File: src/rtl/cfgif_pkg.sv
package cfgif_pkg;
  localparam int M_WIDTH_D = 9;
  localparam int N_WIDTH_D = 2;
  localparam int T_WIDTH_D = 3;
  localparam int SYNC_D    = 2;
endpackage

File: src/rtl/cfgif_sync.sv
module cfgif_sync #(
  parameter int W = 4,
  parameter int STAGES = 2,
  parameter logic [W-1:0] RST_VAL = '0
) (
  input  logic         clk,
  input  logic         rst,
  input  logic [W-1:0] d,
  output logic [W-1:0] q
);
  logic [W-1:0] pipe [STAGES];

  always_ff @(posedge clk) begin
    if (rst) begin
      for (int i = 0; i < STAGES; i++) pipe[i] <= RST_VAL;
    end else begin
      pipe[0] <= d;
      for (int i = 1; i < STAGES; i++) pipe[i] <= pipe[i-1];
    end
  end

  assign q = pipe[STAGES-1];
endmodule

File: src/rtl/cfgif_shift.sv
module cfgif_shift #(
  parameter int LEN = 14
) (
  input  logic           clk,
  input  logic           rst,
  input  logic           sclk_s,
  input  logic           sdat_s,
  output logic [LEN-1:0] sreg
);
  logic sclk_d;
  logic rise;

  assign rise = sclk_s & ~sclk_d;

  always_ff @(posedge clk) begin
    if (rst) begin
      sclk_d <= 1'b0;
      sreg   <= '0;
    end else begin
      sclk_d <= sclk_s;
      if (rise) sreg <= {sreg[LEN-2:0], sdat_s};
    end
  end

  AST_NO_SHIFT_IDLE: assert property (@(posedge clk) disable iff (rst)
    (!sclk_s || sclk_d) |=> $stable(sreg));
  AST_SHIFT_ENTRY: assert property (@(posedge clk) disable iff (rst)
    (sclk_s && !sclk_d) |=> (sreg[LEN-1:1] == $past(sreg[LEN-2:0])));
endmodule

File: src/rtl/cfgif_latch.sv
module cfgif_latch #(
  parameter int M_W = 9,
  parameter int N_W = 2,
  parameter int T_W = 3,
  localparam int LEN = M_W + N_W + T_W
) (
  input  logic           clk,
  input  logic           rst,
  input  logic           pl_s,
  input  logic           sl_s,
  input  logic [LEN-1:0] sreg,
  input  logic [M_W-1:0] pm_s,
  input  logic [N_W-1:0] pn_s,
  output logic [M_W-1:0] m_q,
  output logic [N_W-1:0] n_q,
  output logic [T_W-1:0] t_q
);
  always_ff @(posedge clk) begin
    if (rst) begin
      m_q <= '0;
      n_q <= '0;
      t_q <= '0;
    end else if (!pl_s) begin
      m_q <= pm_s;
      n_q <= pn_s;
      t_q <= '0;
    end else if (sl_s) begin
      t_q <= sreg[LEN-1 -: T_W];
      n_q <= sreg[M_W +: N_W];
      m_q <= sreg[M_W-1:0];
    end
  end

  AST_TEST_CLEAR: assert property (@(posedge clk) disable iff (rst)
    !pl_s |=> (t_q == '0));
  AST_HOLD_IDLE: assert property (@(posedge clk) disable iff (rst)
    (pl_s && !sl_s) |=> ($stable(m_q) && $stable(n_q) && $stable(t_q)));
endmodule

File: src/rtl/cfg_load_if.sv
module cfg_load_if
  import cfgif_pkg::*;
#(
  parameter int M_W = M_WIDTH_D,
  parameter int N_W = N_WIDTH_D,
  parameter int T_W = T_WIDTH_D,
  parameter int SYNC_STAGES = SYNC_D
) (
  input  logic           clk,
  input  logic           rst,
  input  logic           par_load,
  input  logic [M_W-1:0] par_m,
  input  logic [N_W-1:0] par_n,
  input  logic           ser_data,
  input  logic           ser_clk,
  input  logic           ser_load,
  output logic [M_W-1:0] m_val,
  output logic [N_W-1:0] n_val,
  output logic [T_W-1:0] t_val,
  output logic           shift_out
);
  localparam int LEN   = M_W + N_W + T_W;
  localparam int BUS_W = M_W + N_W + 4;
  localparam logic [BUS_W-1:0] SYNC_RST = {1'b1, {(BUS_W-1){1'b0}}};

  logic [BUS_W-1:0] raw_bus, syn_bus;
  logic             pl_s, sl_s, sclk_s, sdat_s;
  logic [M_W-1:0]   pm_s;
  logic [N_W-1:0]   pn_s;
  logic [LEN-1:0]   sreg;

  assign raw_bus = {par_load, ser_load, ser_clk, ser_data, par_n, par_m};

  cfgif_sync #(.W(BUS_W), .STAGES(SYNC_STAGES), .RST_VAL(SYNC_RST)) u_sync (
    .clk(clk), .rst(rst), .d(raw_bus), .q(syn_bus)
  );

  assign {pl_s, sl_s, sclk_s, sdat_s, pn_s, pm_s} = syn_bus;

  cfgif_shift #(.LEN(LEN)) u_shift (
    .clk(clk), .rst(rst), .sclk_s(sclk_s), .sdat_s(sdat_s), .sreg(sreg)
  );

  cfgif_latch #(.M_W(M_W), .N_W(N_W), .T_W(T_W)) u_latch (
    .clk(clk), .rst(rst), .pl_s(pl_s), .sl_s(sl_s), .sreg(sreg),
    .pm_s(pm_s), .pn_s(pn_s), .m_q(m_val), .n_q(n_val), .t_q(t_val)
  );

  assign shift_out = sreg[LEN-1];

  AST_RESET_CLEAR: assert property (@(posedge clk)
    rst |=> (m_val == '0 && n_val == '0 && t_val == '0 && sreg == '0));
  AST_PAR_PRIORITY: assert property (@(posedge clk) disable iff (rst)
    (!pl_s && sl_s) |=> (t_val == '0));
endmodule

File: config.mk
export PLATFORM = sky130hd
export DESIGN_NAME = cfg_load_if
export DESIGN_NICKNAME = d
export VERILOG_FILES = /design/src/rtl/cfgif_pkg.sv /design/src/rtl/cfgif_sync.sv /design/src/rtl/cfgif_shift.sv /design/src/rtl/cfgif_latch.sv /design/src/rtl/cfg_load_if.sv
export SDC_FILE = /design/constraint.sdc
export NUM_CORES = 1
export LEC_CHECK = 0
export ABC_AREA = 1
export BUFFER_PORTS_ARGS = -buffer_cell sky130_fd_sc_hd__buf_2
export CAP_MARGIN = 0
export CORE_MARGIN = 2
export CORE_UTILIZATION = 50
export DETAILED_ROUTE_END_ITERATION = 6
export GPL_TIMING_DRIVEN = 0
export HOLD_SLACK_MARGIN = 0.02
export PLACE_DENSITY_LB_ADDON = 0.25
export SYNTH_ARGS = -nofsm -noshare
export SYNTH_HDL_FRONTEND = slang
export SYNTH_SLANG_ARGS = --single-unit
File: constraint.sdc
create_clock -name clk -period 2.09 [get_ports clk]
set_input_delay 0.627 -clock clk [delete_from_list [all_inputs] [get_ports clk]]
set_output_delay 0.627 -clock clk [all_outputs]
set_load 0.01 [all_outputs]
==> reports/qor.csv <==
stage,metric,value,unit
status,status,"complete, no violations",
critical_path,kind of critical path,register to output pin,
final_layout,# nets final,314,
place,IO buf count,31,
critical_path,CP Launch Type,register,
final_layout,ant diodes,0,
detailed_routing,vias per inst,4.52,
critical_path,internal reg-to-reg setup slack,1040,ps
critical_path,R2R cell count,5,
synth,number of distinct library cells after synthesis,15,
detailed_routing,Detail Route Antenna Nets,0,
detailed_routing,Pre-Repair DR Iteration Count,4,
synth,Synth top area share,58.1,%
synth,"top cells by count, synth","dfxtp_1, nor2_1, inv_1",
synth,Syn Std Cell Area,2030,um^2
place,Routability Congestion,0.773,
timing,final critical-path required period,1440,ps
hold_path,HP Class,register to register,
detailed_routing,number of DRC markers in iteration 0,123,
synth,main flop type after synthesis,dfxtp_1,
detailed_routing,vias post-DR,1591,
timing,max_slew headroom,78.1,%
floorplan,full die area,4590,um^2
job,Maximum Capacitance Violations,0,
cts,clock buffer depth,2,
global_routing,pin count of the biggest net entering global routing,11,
cts,setup bufs post-CTS,0,
detailed_routing,Avg WL per Cell,10.4,um
synth,syn avg cell area,7.97,um^2
critical_path,"Req. time, crit path",1460,ps
cts,clock buffer count from CTS,9,
synth,syn_nets,272,
cts,Skew-Pair Late Insertion Delay,330,ps
synth,ranking of synthesized cells by area,"dfxtp_1, nor2_1, nand3_1",
critical_path,worst setup path startpoint,u_latch.m_q[7],
hold_path,hold depth,2,
synth,Seq cells post-synth,59,
critical_path,Top delay family on crit path,flip-flops,
cts,CTS resizes,0,
final_layout,layout overhead on the synthesized area,23.5,%
critical_path,Crit Path Max Fanout,2,
pwr,maximum vdd drop,0.000654,V
timing,Fin Setup TNS,0,ps
floorplan,Starting Density,51.5,%
timing,setup violators final,0,
floorplan,Die Span Y,67.8,um
cts,TritonCTS clock tree,yes,
synth,synth warn,0,
timing,Pins Over Slew Limit,0,
floorplan,Core ar.,3940,um^2
global_routing,grt ovf,0,
critical_path,cell count along the critical path,1,
synth,"FFs w/ async S/R, synth",0,%
global_routing,vias in the first global route,1341,
final_layout,layout cell share with drive strength beyond 1,21.2,%
cts,CTS H-Tree Depth,3,
critical_path,Worst setup endpoint,m_val[7],
cts,cts hold-fix bufs,0,
critical_path,Reg-to-Reg Start,u_shift.sclk_d,
synth,sequential area share after synthesis,58.1,%
final_layout,Final Non-Filler Cells,352,
timing,RSZ-0062 raised after global routing,no,
global_routing,gr usage total,18.5,%
cts,sink count of the clock tree,59,
detailed_routing,DRC violations left,0,
timing,Worst Max-Slew Pin Slew,329,ps
cts,CTS Root Cell,clkbuf_8,
floorplan,die width,67.8,um
critical_path,"Slowest-stage cell, CP",dfxtp_1,
global_routing,initial antenna violation count,0,
place,DP Cell Count,336,
floorplan,Rows,23,
timing,Clock Skew,7.13,ps
critical_path,cell chain of the critical path,buf_2,
timing,fmax,696,MHz
pwr,leakage power,1.29,nW
synth,most numerous cell in the Yosys netlist,dfxtp_1,
critical_path,CP endpoint kind,output pin,
timing,Final period util,68.7,%
synth,Post-Syn Instances,255,
synth,largest area contributor in the synthesized netlist,dfxtp_1,
cts,Clock Pin Slew Worst Setup and Hold Paths,70,ps
critical_path,CP peak stage delay,340,ps
critical_path,Arrival @ worst endpoint,810,ps
synth,Post-synth EDFFs,0,
place,Post-DP HPWL,2510,um
critical_path,Buf/Inv on CP,1,
timing,Final Hold Viols,0,
critical_path,r2r endpoint,u_shift.sreg[9],
detailed_routing,Total Wirelength,3660,um
global_routing,first-pass GRT wire length,5910,um
pwr,PwrDens,1050,nW/um^2
floorplan,Ports,32,
## power by group
part / switching (mW) / internal, mW
Combinational: 0.0721 / 0.0537
Sequential: 0.0219 / 1.17
Clock: 0.433 / 0.888
Total: 0.527 / 2.11
## placed cells by master, fill, tap and decap left out
master and n:
clkinv_2 1, nand2_2 1, inv_1 42, buf_2 35
buf_4 4, dfxtp_1 59, a21oi_1 3, clkbuf_1 1
clkbuf_8 13, o21ai_0 14, nor2_1 57, buf_6 2
bufinv_16 3, inv_2 3, or2_2 2, nand2_1 29
nand3_1 33
## registers in the layout (all words and copies together), names as in the netlist
| name | cells |
|---|---|
| u_sync.pipe | 30 |
| u_shift.sreg | 14 |
| u_latch.m_q | 9 |
| u_latch.t_q | 3 |
| u_latch.n_q | 2 |
| u_shift.sclk_d | 1 |
## metal layers
layer  vias to the layer above  routed length [um]  track usage [%]
met4                         0                  74             11.5
met3                         6                 207             7.00
met1                       687                1590             20.5
met2                        45                1790             29.9
met5                         -                   0                0
li1                        853                   -                -
## kinds of logic (layout without fill, tap and decap cells)
| kind of cell | count (synthesis) | count (layout) | share of synthesized area (%) |
|---|---|---|---|
| simple gates | 122 | 122 | 24.9 |
| buf+inv | 57 | 104 | 12.7 |
| flops | 59 | 59 | 58.1 |
| compound gates | 17 | 17 | 4.19 |
## worst min path at each step
stage,start,to,slack (ps)
2_1_floorplan,u_sync.pipe[0][0],u_sync.pipe[0][15],390
5_1_grt,u_sync.pipe[0][7],u_sync.pipe[0][22],420
4_1_cts,u_sync.pipe[0][7],u_sync.pipe[0][22],400
6_report,u_sync.pipe[0][7],u_sync.pipe[0][22],400
3_5_place_dp,u_sync.pipe[0][1],u_sync.pipe[0][16],390
3_3_place_gp,u_sync.pipe[0][12],u_sync.pipe[0][27],390
## layout make-up
class                   count  area (um^2)
clock inverters             4         95.1
flip-flops and latches     59         1180
fillers                   357         1430
clock buffers              12          165
multi-input cells         139          592
plain buffers              12         90.1
repair buffers             31          155
well taps                  50         62.6
inverters                  45          169
## through the flow
stage | util (%) | hold WS, ps | power (mW) | instance area, um^2 | setup slack, ps
2_1_floorplan | - | 388 | 1.30 | 2030 | 914
6_report | 63.7 | 395 | 2.64 | 2510 | 653
3_5_place_dp | 57.1 | 393 | 1.34 | 2250 | 728
4_1_cts | 63.7 | 397 | 2.66 | 2510 | 629
3_3_place_gp | 57.1 | 391 | 1.34 | 2250 | 740
5_1_grt | 63.7 | 421 | 2.74 | 2510 | 600
(Power assumes the default switching activity.)
